[src/rtl/dss_pkg.sv]
package dss_pkg;

  typedef enum logic {SRC_HOST = 1'b0, SRC_PIN = 1'b1} src_e;

  // A frame spends one lead half, 2*w shifting halves and one gap half.
  function automatic int halves_per_frame(input int w);
    return 2 * w + 2;
  endfunction

  // Index of the gap half, the one where both selects are released.
  function automatic int gap_half(input int w);
    return 2 * w + 1;
  endfunction

endpackage

[src/rtl/dss_pacer.sv]
module dss_pacer #(
  parameter int HALF = 2
) (
  input  logic clk,
  input  logic rst_n,
  input  logic run,
  output logic tick
);
  localparam int CW = (HALF > 1) ? $clog2(HALF) : 1;
  localparam logic [CW-1:0] TOP = CW'(HALF - 1);

  logic [CW-1:0] cnt;

  always_ff @(posedge clk or negedge rst_n) begin
    if (!rst_n)                 cnt <= '0;
    else if (!run || cnt == TOP) cnt <= '0;
    else                         cnt <= cnt + 1'b1;
  end

  assign tick = run && (cnt == TOP);
endmodule

[src/rtl/dss_sequencer.sv]
module dss_sequencer
  import dss_pkg::*;
#(
  parameter int W = 16
) (
  input  logic clk,
  input  logic rst_n,
  input  logic start,
  input  logic tick,
  output logic busy,
  output logic sck,
  output logic cs_on,
  output logic rise_evt,
  output logic fall_evt,
  output logic done_evt
);
  localparam int NH = halves_per_frame(W);
  localparam int HW = $clog2(NH);
  localparam logic [HW-1:0] LAST = HW'(gap_half(W));

  logic [HW-1:0] hc;
  logic [HW-1:0] nxt;

  assign nxt      = hc + 1'b1;
  // odd halves are SCK-high, except the gap half
  assign rise_evt = busy && tick && nxt[0] && (nxt != LAST);
  assign fall_evt = busy && tick && !nxt[0] && (hc != LAST);
  assign done_evt = busy && tick && (nxt == LAST);
  assign cs_on    = busy && (hc != LAST);

  always_ff @(posedge clk or negedge rst_n) begin
    if (!rst_n) begin
      busy <= 1'b0;
      hc   <= '0;
      sck  <= 1'b0;
    end else if (!busy) begin
      if (start) begin
        busy <= 1'b1;
        hc   <= '0;
      end
    end else if (tick) begin
      if (hc == LAST) busy <= 1'b0;
      else            hc   <= nxt;
      sck <= rise_evt;
    end
  end
endmodule

[src/rtl/dss_shifter.sv]
module dss_shifter #(
  parameter int W = 16
) (
  input  logic         clk,
  input  logic         rst_n,
  input  logic         load,
  input  logic [W-1:0] load_word,
  input  logic         shift,
  input  logic         sample,
  input  logic         sin,
  output logic         sout,
  output logic [W-1:0] rx_word
);
  logic [W-1:0] tx_sh;

  always_ff @(posedge clk or negedge rst_n) begin
    if (!rst_n) begin
      tx_sh   <= '0;
      rx_word <= '0;
    end else begin
      if (load)        tx_sh <= load_word;
      else if (shift)  tx_sh <= {tx_sh[W-2:0], 1'b0};
      if (sample)      rx_word <= {rx_word[W-2:0], sin};
    end
  end

  assign sout = tx_sh[W-1];
endmodule

[src/rtl/dual_source_spi.sv]
module dual_source_spi
  import dss_pkg::*;
#(
  parameter int W   = 16,
  parameter int DIV = 4
) (
  input  logic         clk,
  input  logic         rst_n,
  input  logic         tx_valid,
  input  logic [W-1:0] tx_data,
  output logic         tx_ack,
  output logic [W-1:0] rx_data,
  output logic         rx_push,
  input  logic         rx_full,
  output logic         rx_ovf,
  input  logic         pin_en,
  input  logic [W-1:0] pin_in,
  output logic [W-1:0] pin_out,
  output logic [W-1:0] pin_last,
  output logic         sck,
  output logic         sout,
  input  logic         sin,
  output logic         cs_host_n,
  output logic         cs_pin_n
);
  localparam int HALF = DIV / 2;

  logic [W-1:0] pin_q;
  logic [W-1:0] rx_word;
  logic [W-1:0] load_word;
  src_e         src;
  logic busy, tick, cs_on, rise_evt, fall_evt, done_evt;
  logic start, host_win, host_done, pin_done;

  // arbitration at the frame boundary: queued host word beats pins
  assign start     = !busy && (tx_valid || pin_en);
  assign host_win  = tx_valid;
  assign load_word = host_win ? tx_data : pin_q;
  assign host_done = done_evt && (src == SRC_HOST);
  assign pin_done  = done_evt && (src == SRC_PIN);

  dss_pacer #(.HALF(HALF)) u_pacer (
    .clk(clk), .rst_n(rst_n), .run(busy), .tick(tick)
  );

  dss_sequencer #(.W(W)) u_seq (
    .clk(clk), .rst_n(rst_n), .start(start), .tick(tick),
    .busy(busy), .sck(sck), .cs_on(cs_on),
    .rise_evt(rise_evt), .fall_evt(fall_evt), .done_evt(done_evt)
  );

  dss_shifter #(.W(W)) u_shift (
    .clk(clk), .rst_n(rst_n), .load(start), .load_word(load_word),
    .shift(fall_evt), .sample(rise_evt), .sin(sin),
    .sout(sout), .rx_word(rx_word)
  );

  always_ff @(posedge clk or negedge rst_n) begin
    if (!rst_n) pin_q <= '0;
    else        pin_q <= pin_in;
  end

  always_ff @(posedge clk or negedge rst_n) begin
    if (!rst_n) begin
      src      <= SRC_HOST;
      tx_ack   <= 1'b0;
      pin_last <= '0;
    end else begin
      tx_ack <= start && host_win;
      if (start) begin
        src <= host_win ? SRC_HOST : SRC_PIN;
        if (!host_win) pin_last <= pin_q;
      end
    end
  end

  always_ff @(posedge clk or negedge rst_n) begin
    if (!rst_n) begin
      rx_push <= 1'b0;
      rx_data <= '0;
      rx_ovf  <= 1'b0;
      pin_out <= '0;
    end else begin
      rx_push <= host_done && !rx_full;
      if (host_done) begin
        if (rx_full) rx_ovf  <= 1'b1;
        else         rx_data <= rx_word;
      end
      if (pin_done) pin_out <= rx_word;
    end
  end

  assign cs_host_n = !(cs_on && src == SRC_HOST);
  assign cs_pin_n  = !(cs_on && src == SRC_PIN);
endmodule

[config.mk]
export PLATFORM = sky130hd
export DESIGN_NAME = dual_source_spi
export DESIGN_NICKNAME = d
export VERILOG_FILES = /design/src/rtl/dss_pkg.sv /design/src/rtl/dss_pacer.sv /design/src/rtl/dss_sequencer.sv /design/src/rtl/dss_shifter.sv /design/src/rtl/dual_source_spi.sv
export SDC_FILE = /design/constraint.sdc
export NUM_CORES = 1
export LEC_CHECK = 0
export CORE_UTILIZATION = 40
export CTS_CLUSTER_SIZE = 14
export DETAILED_ROUTE_END_ITERATION = 16
export PLACE_DENSITY = 0.64
export SYNTH_ARGS = -nofsm -noshare
export SYNTH_HDL_FRONTEND = slang
export SYNTH_SLANG_ARGS = --single-unit
[constraint.sdc]
create_clock -name clk -period 3 [get_ports clk]
set_input_delay 0.45 -clock clk [delete_from_list [all_inputs] [get_ports clk]]
set_output_delay 0.45 -clock clk [all_outputs]
set_load 0.02 [all_outputs]
Yosys cells after proc, flatten, opt, wreduce, memory -nomap -nowiden --
Cells that the tools add are included.
Cells by class: add/subtract/negate cells 2, equal/unequal tests 6, mux-type cells 13, bitwise operators 3, reductions and logical operators 29
Operators by type and width (number):
- $mux 16 | 3
- $mux 6 | 4
- $logic_and 1x1->1 | 15
- $eq 6x6->1 const B | 2
- $ne 6x6->1 const B | 2
- $reduce_and 2->1 | 4
- $add 6x1->6 const B | 1
- $mux 1 | 6
- $logic_not 1->1 | 5
- $reduce_bool 2->1 | 2
- $not 1->1 | 3
- $reduce_and 3->1 | 1
- $logic_or 1x1->1 | 2
- $ne 2x1->1 const B | 1
- $ne 2x2->1 const B | 1
- $add 1x1->1 const B | 1
Word-level totals: register bits after elaboration 109, input bits 38, output and inout port bits 55, word-level logic and storage cells 67

Longest topological paths before layout --
word-level depth 6, mapped depth 8, gate-level depth less buffers 6

Cells and area by module --
Synthesis repeated with hierarchy kept, for this count alone.
Unflattened totals: cell total of the unflattened synthesis 322, area, all modules 4596.9 um^2
Modules (own cells, without submodules):
- dual_source_spi | times used 1, cells an instance 149, area an instance 2555.0 um^2, sequential area each 1701.6 um^2
- dss_shifter | times used 1, cells an instance 103, area an instance 1391.3 um^2, sequential area each 800.8 um^2
- dss_sequencer | times used 1, cells an instance 67, area an instance 609.3 um^2, sequential area each 200.2 um^2
- dss_pacer | times used 1, cells an instance 3, area an instance 41.3 um^2, sequential area each 25.0 um^2

Worst setup path before layout --
No wires, ideal clock.
path kind reg-to-reg, start reg u_seq.hc[0], end reg u_shift.rx_word[10], library setup time 125 ps, data arrival time 2082 ps, required time 2875 ps, slack 793 ps, cell stages (with the launch flop) 8, buffers on the path 1, clock period less this slack 2207 ps, path through dfrtp_1 inv_1 ha_1 nor4b_1 a41o_2 a211oi_4 buf_8 mux2_4
Between the ends: cells in the longest elaborated chain, start to end 3, elaborated cells on any way between the ends 4, classes of those cells add/sub: 1; eq/ne: 1; reduce/logical: 2
Ends and longest elaborated chain:
- start, declared | line dss_sequencer.sv:21 | logic [HW-1:0] hc;
- start signal, assigned | line dss_sequencer.sv:43 | else hc <= nxt;
- $add 6x1->6 (*) | line dss_sequencer.sv:24 | assign nxt = hc + 1'b1;
- $ne 6x6->1 / $logic_and 1x1->1 (equally long branches) | line dss_sequencer.sv:26 | assign rise_evt = busy && tick && nxt[0] && (nxt != LAST);
- $logic_and 1x1->1 (*) | line dss_sequencer.sv:26
- end signal, assigned | line dss_shifter.sv:23 | if (sample) rx_word <= {rx_word[W-2:0], sin};
- end, declared | line dss_shifter.sv:12 | output logic [W-1:0] rx_word
Every way passes the cells marked *; elsewhere a longest branch is shown, timed or not. A chain may end at the register's enable or synchronous reset.

Worst setup path in the final report --
start reg u_seq.hc[2], end out cs_pin_n
Between the ends: cells in the longest elaborated chain, start to end 4
Ends and longest elaborated chain:
- $ne 6x6->1 | line dss_sequencer.sv:29 | assign cs_on = busy && (hc != LAST);
- $logic_and 1x1->1 | line dss_sequencer.sv:29
- $logic_and 1x1->1 | line dual_source_spi.sv:94 | assign cs_pin_n = !(cs_on && src == SRC_PIN);
- $logic_not 1->1 | line dual_source_spi.sv:94
- end, declared | line dual_source_spi.sv:24 | output logic cs_pin_n
Every way passes these cells.

==> impl_metrics.json <==
{
  "switching_share_pct": 32.26,
  "finalHoldViolCount": 0,
  "synth_top_area_share_pct": 59.42,
  "rsz0062_at_grt": "false",
  "relSlewSlack_pct": 44.80,
  "end_kind": "output port",
  "worstSetupStartpointType": "flip-flop",
  "syn2layout_area_growth_pct": 29.98,
  "p_int_w": 0.003307,
  "grt_first_pass_wirelength_um": 15760,
  "clockBufferDepth": 2,
  "place_congestion": 0.7781,
  "post-dp-hpwl_um": 6467,
  "cts_tree": "yes",
  "grt_util_met3_pct": 4.901,
  "ir_worst_vdd_mv": 0.4553,
  "arrival_ps": 2210,
  "synth_fp_nets": 376,
  "syn_area_um2": 4591,
  "first_global_vias": 3097,
  "place_ws_ps": 550.2,
  "synth_largest_area_cell": "dfrtp_1",
  "vias": 2953,
  "antenna_cells": 0,
  "max_stage_delay_ps": 630,
  "drt-total-wl_um": 9611,
  "wire_per_inst_um": 16.69,
  "io_pins": 93,
  "nFillCells": 947,
  "postCtsHoldBufs": 0,
  "yosysWarnings": 0,
  "post_cts_buffers": 0,
  "fp.dieW_um": 109.1,
  "crit_slowest_cell": "clkdlybuf4s50_1",
  "fin_skew_ps": 11.36,
  "rows": 38,
  "final_layout_size_suffix_gt1_share_pct": 27.29,
  "finalCriticalPeriod_ps": 2664,
  "busiest_layer": "met2",
  "whs_ps": 205.6,
  "start_util_pct": 41.62,
  "placed_cell_area_um2": 5688,
  "required_ps": 2550,
  "firstDrtPassIters": 4,
  "synth_area_per_cell_um2": 13.70,
  "root_buffer": "clkbuf_16",
  "gr-usage-met1_pct": 23.24,
  "period_share_pct": 88.81,
  "grt_use_total_pct": 17.65,
  "clock_latency_ps": 350,
  "setup_tns_ps": 0,
  "grt-ovfl-total": 0,
  "synth.ff_latch_count": 109,
  "antenna_found_initial": 0,
  "core-area_um2": 11030,
  "final_nets": 473,
  "die_h_um": 109.1,
  "avgViaCountPerCell": 5.127,
  "switchingPower_w": 0.001575,
  "clock_power_share_pct": 23.2,
  "design_area_um2": 5967,
  "first_iter_violations": 105,
  "maxCapViolCount": 0,
  "final_antenna_net_count": 0,
  "outcome": "completed",
  "hp-class": "in2async",
  "setup_viol": 0,
  "port_buffers": 92,
  "grt_use_met2_pct": 27.90,
  "worstSetupPathType": "reg2out",
  "syn_inst": 335,
  "seqPwrFrac_pct": 43.6,
  "crit_fanout": 10,
  "slew_viol_final": 0,
  "crit_chain": "or2_2, o31ai_1, inv_1, nand2_1, clkdlybuf4s50_1",
  "die-area_um2": 11910,
  "htreeDepth": 3,
  "yosys-top-cells-area": "dfrtp_1, mux2_2, mux2_4",
  "yosysSeqAreaShare_pct": 59.42,
  "grt_max_degree": 64,
  "layout_setup_ws_ps": 335.6,
  "drc_errors": 0,
  "cts_made_buffers": 9,
  "p_leak_nw": 2.690,
  "fmax_ghz": 0.3753,
  "comb_power_share_pct": 33.3,
  "cts_resized": 0,
  "p_per_area_nw_per_um2": 818.1,
  "synth_cell_types": 40,
  "clock_sinks": 109,
  "clk_pin_slew_worst_paths_ps": 80,
  "worstMarginPinSlew_ps": 828.0
}
## critical path: cells and delay by family (launching register included)
family                 cells  cell delay, ps
and+or+nand+nor            2             430
DFF                        1             470
buffers and inverters      2             720
AOI/OAI and AO/OA          1             240
## state kept, by name, summed over array words and instances, names as in the netlist
name / count
u_shift.tx_sh: 16
u_seq.sck: 1
src: 1
pin_last: 16
u_pacer.cnt: 1
u_shift.rx_word: 16
u_seq.hc: 6
u_seq.busy: 1
rx_ovf: 1
tx_ack: 1
rx_push: 1
rx_data: 16
pin_out: 16
pin_q: 16
## power by group through the flow
| stage | combinational, W | clock, W | sequential, W |
|---|---|---|---|
| floorplan | 0.00111 | 0 | 0.00216 |
| global placement | 0.00161 | 0 | 0.00214 |
| detailed placement | 0.00164 | 0 | 0.00215 |
| CTS | 0.00165 | 0.00117 | 0.00213 |
| global route | 0.00177 | 0.00123 | 0.00219 |
| finish | 0.00162 | 0.00113 | 0.00213 |
## routing by layer
metal  wire [um]  vias to the layer above
li1            -                     1379
met1        4471                     1480
met2        4427                       86
met3         578                        8
met4         133                        0
met5           0                        -
## area by class of cell
type / instances / area, um2 / area share, %
sequential: 109 / 2728 / 45.71
multi-input combinational: 198 / 1719 / 28.81
timing repair buffer: 106 / 1036 / 17.36
clock buffer: 9 / 225.2 / 3.774
tap: 140 / 175.2 / 2.936
clock inverter: 6 / 53.80 / 0.9017
inverter: 8 / 30.03 / 0.5033
## synth_stat cells
library cell	number
dfrtp_1	109
mux2_2	71
nor2b_1	19
a21oi_1	17
o21ai_0	17
a22oi_1	15
mux2_4	9
clkbuf_1	8
inv_1	8
buf_2	7
nand2_1	5
nand3_1	5
nor2_1	5
a21o_1	3
buf_4	3
ha_1	3
nand2b_1	3
nand4_2	2
nor3_1	2
o2bb2ai_1	2
or2_2	2
xnor2_1	2
a211o_1	1
a211oi_4	1
a41o_2	1
and2_1	1
and3_1	1
buf_6	1
buf_8	1
nand4_1	1
nor4_1	1
nor4b_1	1
o21a_1	1
o21bai_1	1
o22ai_4	1
o311ai_2	1
o31ai_1	1
o41ai_1	1
or3b_2	1
xor2_1	1
## cell usage in the layout (no fill, tap or decap), drive strengths merged, types with 2 or more instances in the layout
cell type        n
nor2             5
o2bb2ai          2
a22oi           15
inv             11
o21ai           17
buf             15
mux2            80
clkdlybuf4s50   91
a21oi           17
clkbuf           9
or2              2
nand4            3
ha               3
nand2            5
nand3            5
nor2b           19
a21o             3
nand2b           3
clkinvlp         3
xnor2            2
nor3             2
dfrtp          109
## final timing paths
check | end | slack, ps | cells after the start | startpoint
worst max-delay path | cs_pin_n | 340 | 5 | u_seq.hc[2]
worst min-delay path | pin_q[8] | 210 | 1 | rst_n
max in group asynchronous | u_shift.rx_word[10] | 2050 | 2 | rst_n
worst max register to register | pin_out[5] | 600 | 5 | u_seq.hc[0]
min in group clk | rx_ovf | 460 | 2 | rx_ovf
worst min register to register | rx_ovf | 460 | 2 | rx_ovf
## per-stage QoR
step                      power, W  std cells  util [%]
after CTS                 0.004950        576     54.09
after global placement    0.003750        561     51.57
after global routing      0.005187        576     54.09
after floorplan           0.003273        335         -
final                     0.004881        576     54.09
after detailed placement  0.003796        561     51.57
## kinds of logic (layout without fill, tap and decap cells)
| group | Yosys count | count (layout) | synth area share (%) |
|---|---|---|---|
| adder cells (fa/ha/maj) | 3 | 3 | 0.8177 |
| multiplexers | 80 | 80 | 20.36 |
| XOR/XNOR | 3 | 3 | 0.5725 |
| buffers and inverters | 28 | 129 | 3.134 |
| AND/OR/NAND/NOR | 49 | 49 | 6.324 |
| flip-flops | 109 | 109 | 59.42 |
| AO/OA/AOI/OAI | 63 | 63 | 9.376 |
Note: power is estimated with default switching activity, not from simulation.
